File: src/rtl/ddr_comm_pkg.sv
package ddr_comm_pkg;

    localparam int unsigned DEF_SMP_W = 12;
    localparam int unsigned DEF_TAPS  = 48;
    localparam int unsigned DEF_CNT_W = 16;

    typedef enum logic {
        ALN_EMPTY = 1'b0,
        ALN_HELD  = 1'b1
    } align_e;

    function automatic int unsigned pairs_of(input int unsigned taps);
        return taps / 2;
    endfunction

    function automatic int unsigned idx_w(input int unsigned n);
        return (n > 1) ? $clog2(n) : 1;
    endfunction

endpackage

File: src/rtl/ddr_pair_align.sv
module ddr_pair_align
    import ddr_comm_pkg::*;
#(
    parameter int unsigned SMP_W = DEF_SMP_W
) (
    input  logic             clk,
    input  logic             rst,
    input  logic [1:0]       in_vld,
    input  logic [SMP_W-1:0] in_smp0,
    input  logic [SMP_W-1:0] in_smp1,
    output logic             pair_vld,
    output logic [SMP_W-1:0] pair_even,
    output logic [SMP_W-1:0] pair_odd,
    output logic             burst_brk
);

    align_e             st_q, st_n, st_mid;
    logic [SMP_W-1:0]   held_q, held_n, held_mid;

    always_comb begin
        pair_vld  = 1'b0;
        pair_even = '0;
        pair_odd  = '0;
        st_mid    = st_q;
        held_mid  = held_q;
        // first half of the cycle
        if (in_vld[0]) begin
            if (st_q == ALN_HELD) begin
                pair_vld  = 1'b1;
                pair_even = held_q;
                pair_odd  = in_smp0;
                st_mid    = ALN_EMPTY;
            end else begin
                held_mid  = in_smp0;
                st_mid    = ALN_HELD;
            end
        end else begin
            st_mid = ALN_EMPTY;
        end
        // second half of the cycle
        st_n   = st_mid;
        held_n = held_mid;
        if (in_vld[1]) begin
            if (st_mid == ALN_HELD) begin
                pair_vld  = 1'b1;
                pair_even = held_mid;
                pair_odd  = in_smp1;
                st_n      = ALN_EMPTY;
            end else begin
                held_n    = in_smp1;
                st_n      = ALN_HELD;
            end
        end else begin
            st_n = ALN_EMPTY;
        end
    end

    assign burst_brk = ~&in_vld;

    always_ff @(posedge clk) begin
        if (rst) begin
            st_q   <= ALN_EMPTY;
            held_q <= '0;
        end else begin
            st_q   <= st_n;
            held_q <= held_n;
        end
    end

endmodule

File: src/rtl/ddr_tap_chain.sv
module ddr_tap_chain
    import ddr_comm_pkg::*;
#(
    parameter int unsigned SMP_W = DEF_SMP_W,
    parameter int unsigned TAPS  = DEF_TAPS
) (
    input  logic                       clk,
    input  logic                       rst,
    input  logic                       shift_en,
    input  logic [SMP_W-1:0]           even_smp,
    input  logic [SMP_W-1:0]           odd_smp,
    output logic [TAPS-1:0][SMP_W-1:0] tap_nxt
);

    logic [TAPS-1:0][SMP_W-1:0] tap_q;

    for (genvar k = 0; k < TAPS; k++) begin : g_tap
        if (k == 0) begin : g_newest
            assign tap_nxt[k] = shift_en ? odd_smp : tap_q[k];
        end else if (k == 1) begin : g_second
            assign tap_nxt[k] = shift_en ? even_smp : tap_q[k];
        end else begin : g_delay
            assign tap_nxt[k] = shift_en ? tap_q[k-2] : tap_q[k];
        end

        always_ff @(posedge clk) begin
            if (rst) tap_q[k] <= '0;
            else     tap_q[k] <= tap_nxt[k];
        end
    end

endmodule

File: src/rtl/ddr_frame_hold.sv
module ddr_frame_hold
    import ddr_comm_pkg::*;
#(
    parameter int unsigned SMP_W = DEF_SMP_W,
    parameter int unsigned TAPS  = DEF_TAPS,
    parameter int unsigned CNT_W = DEF_CNT_W
) (
    input  logic                       clk,
    input  logic                       rst,
    input  logic                       pair_vld,
    input  logic                       burst_brk,
    input  logic [TAPS-1:0][SMP_W-1:0] tap_nxt,
    output logic [TAPS-1:0][SMP_W-1:0] frame_q,
    output logic                       frame_stb,
    output logic [CNT_W-1:0]           frame_cnt
);

    localparam int unsigned PAIRS = pairs_of(TAPS);
    localparam int unsigned PW    = idx_w(PAIRS);

    logic [PW-1:0] pcnt_q;
    logic          fire;

    assign fire = pair_vld && (pcnt_q == PW'(PAIRS - 1));

    always_ff @(posedge clk) begin
        if (rst) begin
            pcnt_q <= '0;
        end else if (burst_brk || fire) begin
            pcnt_q <= '0;
        end else if (pair_vld) begin
            pcnt_q <= pcnt_q + 1'b1;
        end
    end

    always_ff @(posedge clk) begin
        if (rst) begin
            frame_q   <= '0;
            frame_stb <= 1'b0;
            frame_cnt <= '0;
        end else begin
            frame_stb <= fire;
            if (fire) begin
                frame_q   <= tap_nxt;
                frame_cnt <= frame_cnt + 1'b1;
            end
        end
    end

endmodule

File: src/rtl/ddr_commutator.sv
module ddr_commutator
    import ddr_comm_pkg::*;
#(
    parameter int unsigned SMP_W = DEF_SMP_W,
    parameter int unsigned TAPS  = DEF_TAPS,
    parameter int unsigned CNT_W = DEF_CNT_W
) (
    input  logic                    clk,
    input  logic                    rst,
    input  logic [1:0]              in_vld,
    input  logic [SMP_W-1:0]        in_smp0,
    input  logic [SMP_W-1:0]        in_smp1,
    output logic [TAPS*SMP_W-1:0]   frame_o,
    output logic                    frame_stb,
    output logic [CNT_W-1:0]        frame_cnt
);

    logic                       pair_vld;
    logic [SMP_W-1:0]           pair_even;
    logic [SMP_W-1:0]           pair_odd;
    logic                       burst_brk;
    logic [TAPS-1:0][SMP_W-1:0] tap_nxt;
    logic [TAPS-1:0][SMP_W-1:0] frame_q;

    ddr_pair_align #(.SMP_W(SMP_W)) u_align (
        .clk       (clk),
        .rst       (rst),
        .in_vld    (in_vld),
        .in_smp0   (in_smp0),
        .in_smp1   (in_smp1),
        .pair_vld  (pair_vld),
        .pair_even (pair_even),
        .pair_odd  (pair_odd),
        .burst_brk (burst_brk)
    );

    ddr_tap_chain #(.SMP_W(SMP_W), .TAPS(TAPS)) u_chain (
        .clk      (clk),
        .rst      (rst),
        .shift_en (pair_vld),
        .even_smp (pair_even),
        .odd_smp  (pair_odd),
        .tap_nxt  (tap_nxt)
    );

    ddr_frame_hold #(.SMP_W(SMP_W), .TAPS(TAPS), .CNT_W(CNT_W)) u_hold (
        .clk       (clk),
        .rst       (rst),
        .pair_vld  (pair_vld),
        .burst_brk (burst_brk),
        .tap_nxt   (tap_nxt),
        .frame_q   (frame_q),
        .frame_stb (frame_stb),
        .frame_cnt (frame_cnt)
    );

    assign frame_o = frame_q;

endmodule

File: config.mk
export PLATFORM = sky130hd
export DESIGN_NAME = ddr_commutator
export DESIGN_NICKNAME = d
export VERILOG_FILES = /design/src/rtl/ddr_comm_pkg.sv /design/src/rtl/ddr_pair_align.sv /design/src/rtl/ddr_tap_chain.sv /design/src/rtl/ddr_frame_hold.sv /design/src/rtl/ddr_commutator.sv
export SDC_FILE = /design/constraint.sdc
export NUM_CORES = 2
export LEC_CHECK = 0
export BUFFER_PORTS_ARGS = -buffer_cell sky130_fd_sc_hd__buf_4
export CAP_MARGIN = 20
export CORE_MARGIN = 3
export CORE_UTILIZATION = 50
export DETAILED_ROUTE_END_ITERATION = 8
export GPL_TIMING_DRIVEN = 0
export HOLD_SLACK_MARGIN = 0.02
export PLACE_DENSITY = 0.7
export SKIP_LAST_GASP = 1
export SYNTH_ARGS = -nofsm -noshare
export SYNTH_HDL_FRONTEND = slang
export SYNTH_SLANG_ARGS = --single-unit
File: constraint.sdc
create_clock -name clk -period 2.15 [get_ports clk]
set_input_delay 0.215 -clock clk [delete_from_list [all_inputs] [get_ports clk]]
set_output_delay 0.215 -clock clk [all_outputs]
set_load 0.01 [all_outputs]
* After elaboration in Yosys (flattened, before gate mapping)
Cells that the tools add are included.
Storage, ports and cells: input bits 28, bits in registers 1187, output and inout bits 593, logic and storage cells 178
Operators by class: bitwise gates (word level) 1, reductions and logical operators 6, add/sub/neg operators 2, mux-type cells 67, equal/unequal tests 1
Operators with widths (number):
- 12-bit 2-to-1 mux | 60
- 16-bit by 1-bit adder with 16-bit output, second input constant | 1
- 1-bit 2-to-1 mux | 7
- 5-bit by 1-bit adder with 5-bit output, second input constant | 1
- 5-bit equality test, second input constant | 1
- 2-bit OR reduction | 2
- 2-bit AND reduction | 1
- 1-bit logical AND | 1
- 1-bit logical NOT | 1
- 1-bit logical OR | 1
- 1-bit inverter | 1

* Longest topological paths before layout
word-level depth 7, depth in mapped cells 8

* Cells and area by module
From an unflattened synthesis, not the netlist that was laid out.
Unflattened totals: cell total of the unflattened synthesis 4606, area total of the unflattened synthesis 46547.1 um2
By module, submodules not included:
- ddr_tap_chain | area each 24643.6 um2, cells an instance 1856, instances 1, seq. area each 11531.1 um2
- ddr_frame_hold | area each 20699.9 um2, cells an instance 2608, instances 1, seq. area each 11971.5 um2
- ddr_pair_align | area each 1203.7 um2, cells an instance 142, instances 1, seq. area each 260.2 um2

* Least setup slack after synthesis
Ideal clock, no wire load.
kind register to register, start reg u_hold.pcnt_q[0], end reg u_hold.frame_cnt[10], setup slack 256 ps, data required time 2080 ps, arrival time 1824 ps, stages on the path, launching flop included 7, cell sequence dfxtp_1 ha_1 nand4b_4 or4_1 clkbuf_2 or3_1 a21oi_1
On the way: word-level cells in the longest chain between the ends 2
RTL lines:
- start, declared | RTL line ddr_frame_hold.sv:21 | logic [PW-1:0] pcnt_q;
- start signal, assigned | RTL line ddr_frame_hold.sv:32 | pcnt_q <= pcnt_q + 1'b1;
- 5-bit equality test | RTL line ddr_frame_hold.sv:24 | assign fire = pair_vld && (pcnt_q == PW'(PAIRS - 1));
- 1-bit logical AND | RTL line ddr_frame_hold.sv:24
- end signal, assigned | RTL line ddr_frame_hold.sv:45 | frame_cnt <= frame_cnt + 1'b1;
- end, declared | RTL line ddr_frame_hold.sv:15 | output logic [CNT_W-1:0] frame_cnt
Every way passes these cells. A chain may end at the register's enable or synchronous reset.

* Worst setup path in the final report
Ends and elaborated chain as after synthesis.

==> run metrics <==
top-count cell post-synth nand2_1; Mapped Cells around 5,000; category of the most critical setup path register to register; grt total ovfl 0; largest net degree at the start of global routing 20; I/O pins between 600 and 700; Worst EP required 2.73 ns; worst vdd ir between 700 and 800 µV; Max stage delay cell, worst path or4_1; switching share of power 21.8%; row cnt between 100 and 150; synth cell count leaders nand2_1 (2,183), dfxtp_1 (1,163), a21oi_1 (1,092); CP Cell Sequence ha_4 > nand4b_4 > or4_1 > clkbuf_2 > or3_1 > a21oi_1; synthesis-stage register bit count approximately 1,200; unrepaired setup endpoints after global routing true; Fin. Hold Viols 0; clock slew at reported path FFs about 0.060 ns; leading area contributor after synthesis dfxtp_1; Synth async-reset ratio 0%; net count after synthesis around 5,000; Gate power share 3.0%; Post-synth EDFFs 0; Util after Layout a little under two thirds; ANT nets after route 0; max_cap viols 0; Clk pwr share around 47%; Final min period approximately 2.1 ns; Setup TNS 0 ns; P_int around 34 mW; Filler Cell Count 7,039; 1st-iter DRT viols roughly 2,700; vias in the first global route 34,500; sequential area share after synthesis approximately 58%; power share of the sequential group roughly half; Crit path largest cell delay 0.56 ns; drt total wl approximately 130 mm; actual slew at the worst max-slew pin about 0.90 ns; Yosys top cell area share roughly three fifths; ys flop type dfxtp_1; Setup-failing EPs final 0; Clk Latency, worst-skew pair approximately 0.68 ns; Vias/cell between 5 and 6; worst setup margin 0.0877 ns; core footprint 0.0791 mm²; layout cells sized above 1 17.2%; chip width about 290 µm; nets 5,869; Final Slew Violations 0; area grow syn2layout 26.1%; Hold Path Class input port to register; crit path max fanout 7; initial core utilization about half; DP Worst Slack -0.909 ns; Psw around 9.5 mW; Leak about 18 nW; H-Tree Depth 3; Mapped Area 0.0400 mm²; PwrDens ~870 mW/mm²; power consumption between 40 and 50 mW; first-pass GRT wire length 199 mm; mean post-synth cell area 7.87 µm²; Worst Path Buf+Inv 1; dominant cells by area after synthesis dfxtp_1 (58%), nand2_1 (20%), a21oi_1 (14%); Distinct cells, synth 38; Clock Tree Buf Depth 3; gpl congestion 0.927; Die Ht 289 µm; global-route usage over all layers ~31%; Synth warnings 0; total number of vias ~37,000; area of the multi-input gates approximately 0.015 mm²; hpwl dp 102 mm; Root Buffer clkbuf_16; Worst Setup Start Kind register; CTS Sinks 1,163; Num CTS Buffers between 100 and 150; WL per Instance roughly 19 µm; critical path's top delay family simple AND/OR/NAND/NOR gates; status completed; Slew HR approximately two fifths; DRT Pass-1 Iters 6; TritonCTS clock tree done; antenna violations before repair 6; Final Cycle Share between 90 and 100%; register area ~0.023 mm²; drc violations 0; type of destination of the critical path register; CP Data Arrival Time roughly 2.6 ns; Fmax about 0.48 GHz; Die ar. 0.0834 mm²; Port-buffer cells a little over 600; Setup Skew roughly 0.025 ns
[repair_timing]
item / in CTS / in global routing
gates resized for setup: 87 / 185
hold buffers: 24 / 0
cloned: 0 / 0
endpoints found under the setup margin: 1105 / 1033
hold endpoints to repair: 14 / 0
pin swaps: 0 / 1
setup buffers: 0 / 2
[cell usage in the layout (no fill, tap or decap), types with 5 or more instances in the layout]
master	count
nand2_1	2182
dfxtp_1	1163
a21oi_1	1092
buf_4	624
clkbuf_1	206
clkbuf_2	134
clkbuf_16	114
nor2_1	73
buf_2	60
a211oi_1	26
dlygate4sd3_1	24
clkbuf_8	22
nor3_1	21
o22ai_1	19
and2_1	19
clkinv_2	16
bufinv_16	14
nand3_1	13
clkbuf_4	13
diode_2	8
o21ai_0	8
buf_1	8
nand2b_1	7
mux2i_1	7
a311oi_1	5
a22oi_1	5
nand4_1	5
xor2_1	5
[layout make-up]
class                      instances  area share [%]
clock buffer                     169            6.49
clock inverter                    42            1.24
timing repair buffer             646            9.76
buffer                           392            3.55
sequential                      1163            46.2
inverter                           1         0.00745
tap                             1050            2.61
multi-input combinational       3522            30.1
antenna                            8          0.0397
[sequential cells by signal, indices dropped and copies added, names as in the netlist]
register,flops
u_hold.pcnt_q,5
u_align.st_q,1
u_hold.frame_cnt,16
u_hold.frame_stb,1
u_chain.tap_q,552
u_hold.frame_q,576
u_align.held_q,12
[layer usage]
metal	up-vias	global-route usage (%)	share of wire, %	routed length (µm)
met5	-	0	0.019	26
met4	4	11.5	3.9	5170
met3	265	7.05	8.0	10700
met2	1271	52.7	48	64000
met1	17200	37.8	40	53800
li1	18000	-	-	-
[per-stage QoR]
step / instance area (µm²) / std cells / hold slack [ns]
floorplan: 40000 / 5082 / 0.392
detailed placement: 46000 / 6752 / 0.446
CTS: 50200 / 6985 / 0.0500
global placement: 45900 / 6750 / 0.437
global route: 50400 / 6987 / 0.0965
finish: 50400 / 6993 / 0.0966
[final timing paths]
| check | from | to | slack, ns | cells after the start |
|---|---|---|---|---|
| min reg2reg | u_chain.tap_q[539]$_SDFF_PP0_ | u_hold.frame_q[563]$_SDFFE_PP0P_ | 0.45 | 2 |
| min | rst | u_hold.frame_cnt[11]$_SDFFE_PP0P_ | 0.1 | 3 |
| max reg2reg | u_hold.pcnt_q[0]$_SDFFE_PP0P_ | u_hold.frame_cnt[10]$_SDFFE_PP0P_ | 0.09 | 6 |
| max | u_hold.pcnt_q[0]$_SDFFE_PP0P_ | u_hold.frame_cnt[10]$_SDFFE_PP0P_ | 0.09 | 6 |
[cells by family (layout without fill, tap and decap cells)]
| group | after synthesis | in the layout | synth area share (%) |
|---|---|---|---|
| other cells | 0 | 8 | 0 |
| mux | 11 | 11 | 0.288 |
| xor+xnor | 9 | 9 | 0.197 |
| compound gates | 1159 | 1159 | 14.8 |
| fa+ha+maj | 2 | 2 | 0.0626 |
| simple gates | 2341 | 2341 | 22.5 |
| buf+inv | 397 | 1250 | 3.91 |
| flops | 1163 | 1163 | 58.2 |
[worst reg2reg max path, cell delays in order, from the launching register on]
cell,delay [ns]
dfxtp_1,0.40
ha_4,0.18
nand4b_4,0.17
or4_1,0.56
clkbuf_2,0.17
or3_1,0.36
a21oi_1,0.14
[power groups by stage]
stage          sequential [mW]  combinational [mW]  clock (mW)
2_1_floorplan             22.1               0.784           0
3_3_place_gp              22.2                1.18           0
3_5_place_dp              22.2                1.19           0
4_1_cts                   21.7                1.26        20.8
5_1_grt                   21.7                1.42        21.7
6_report                  21.7                1.30        20.6
No activity file was read; power rests on OpenSTA's default activity.
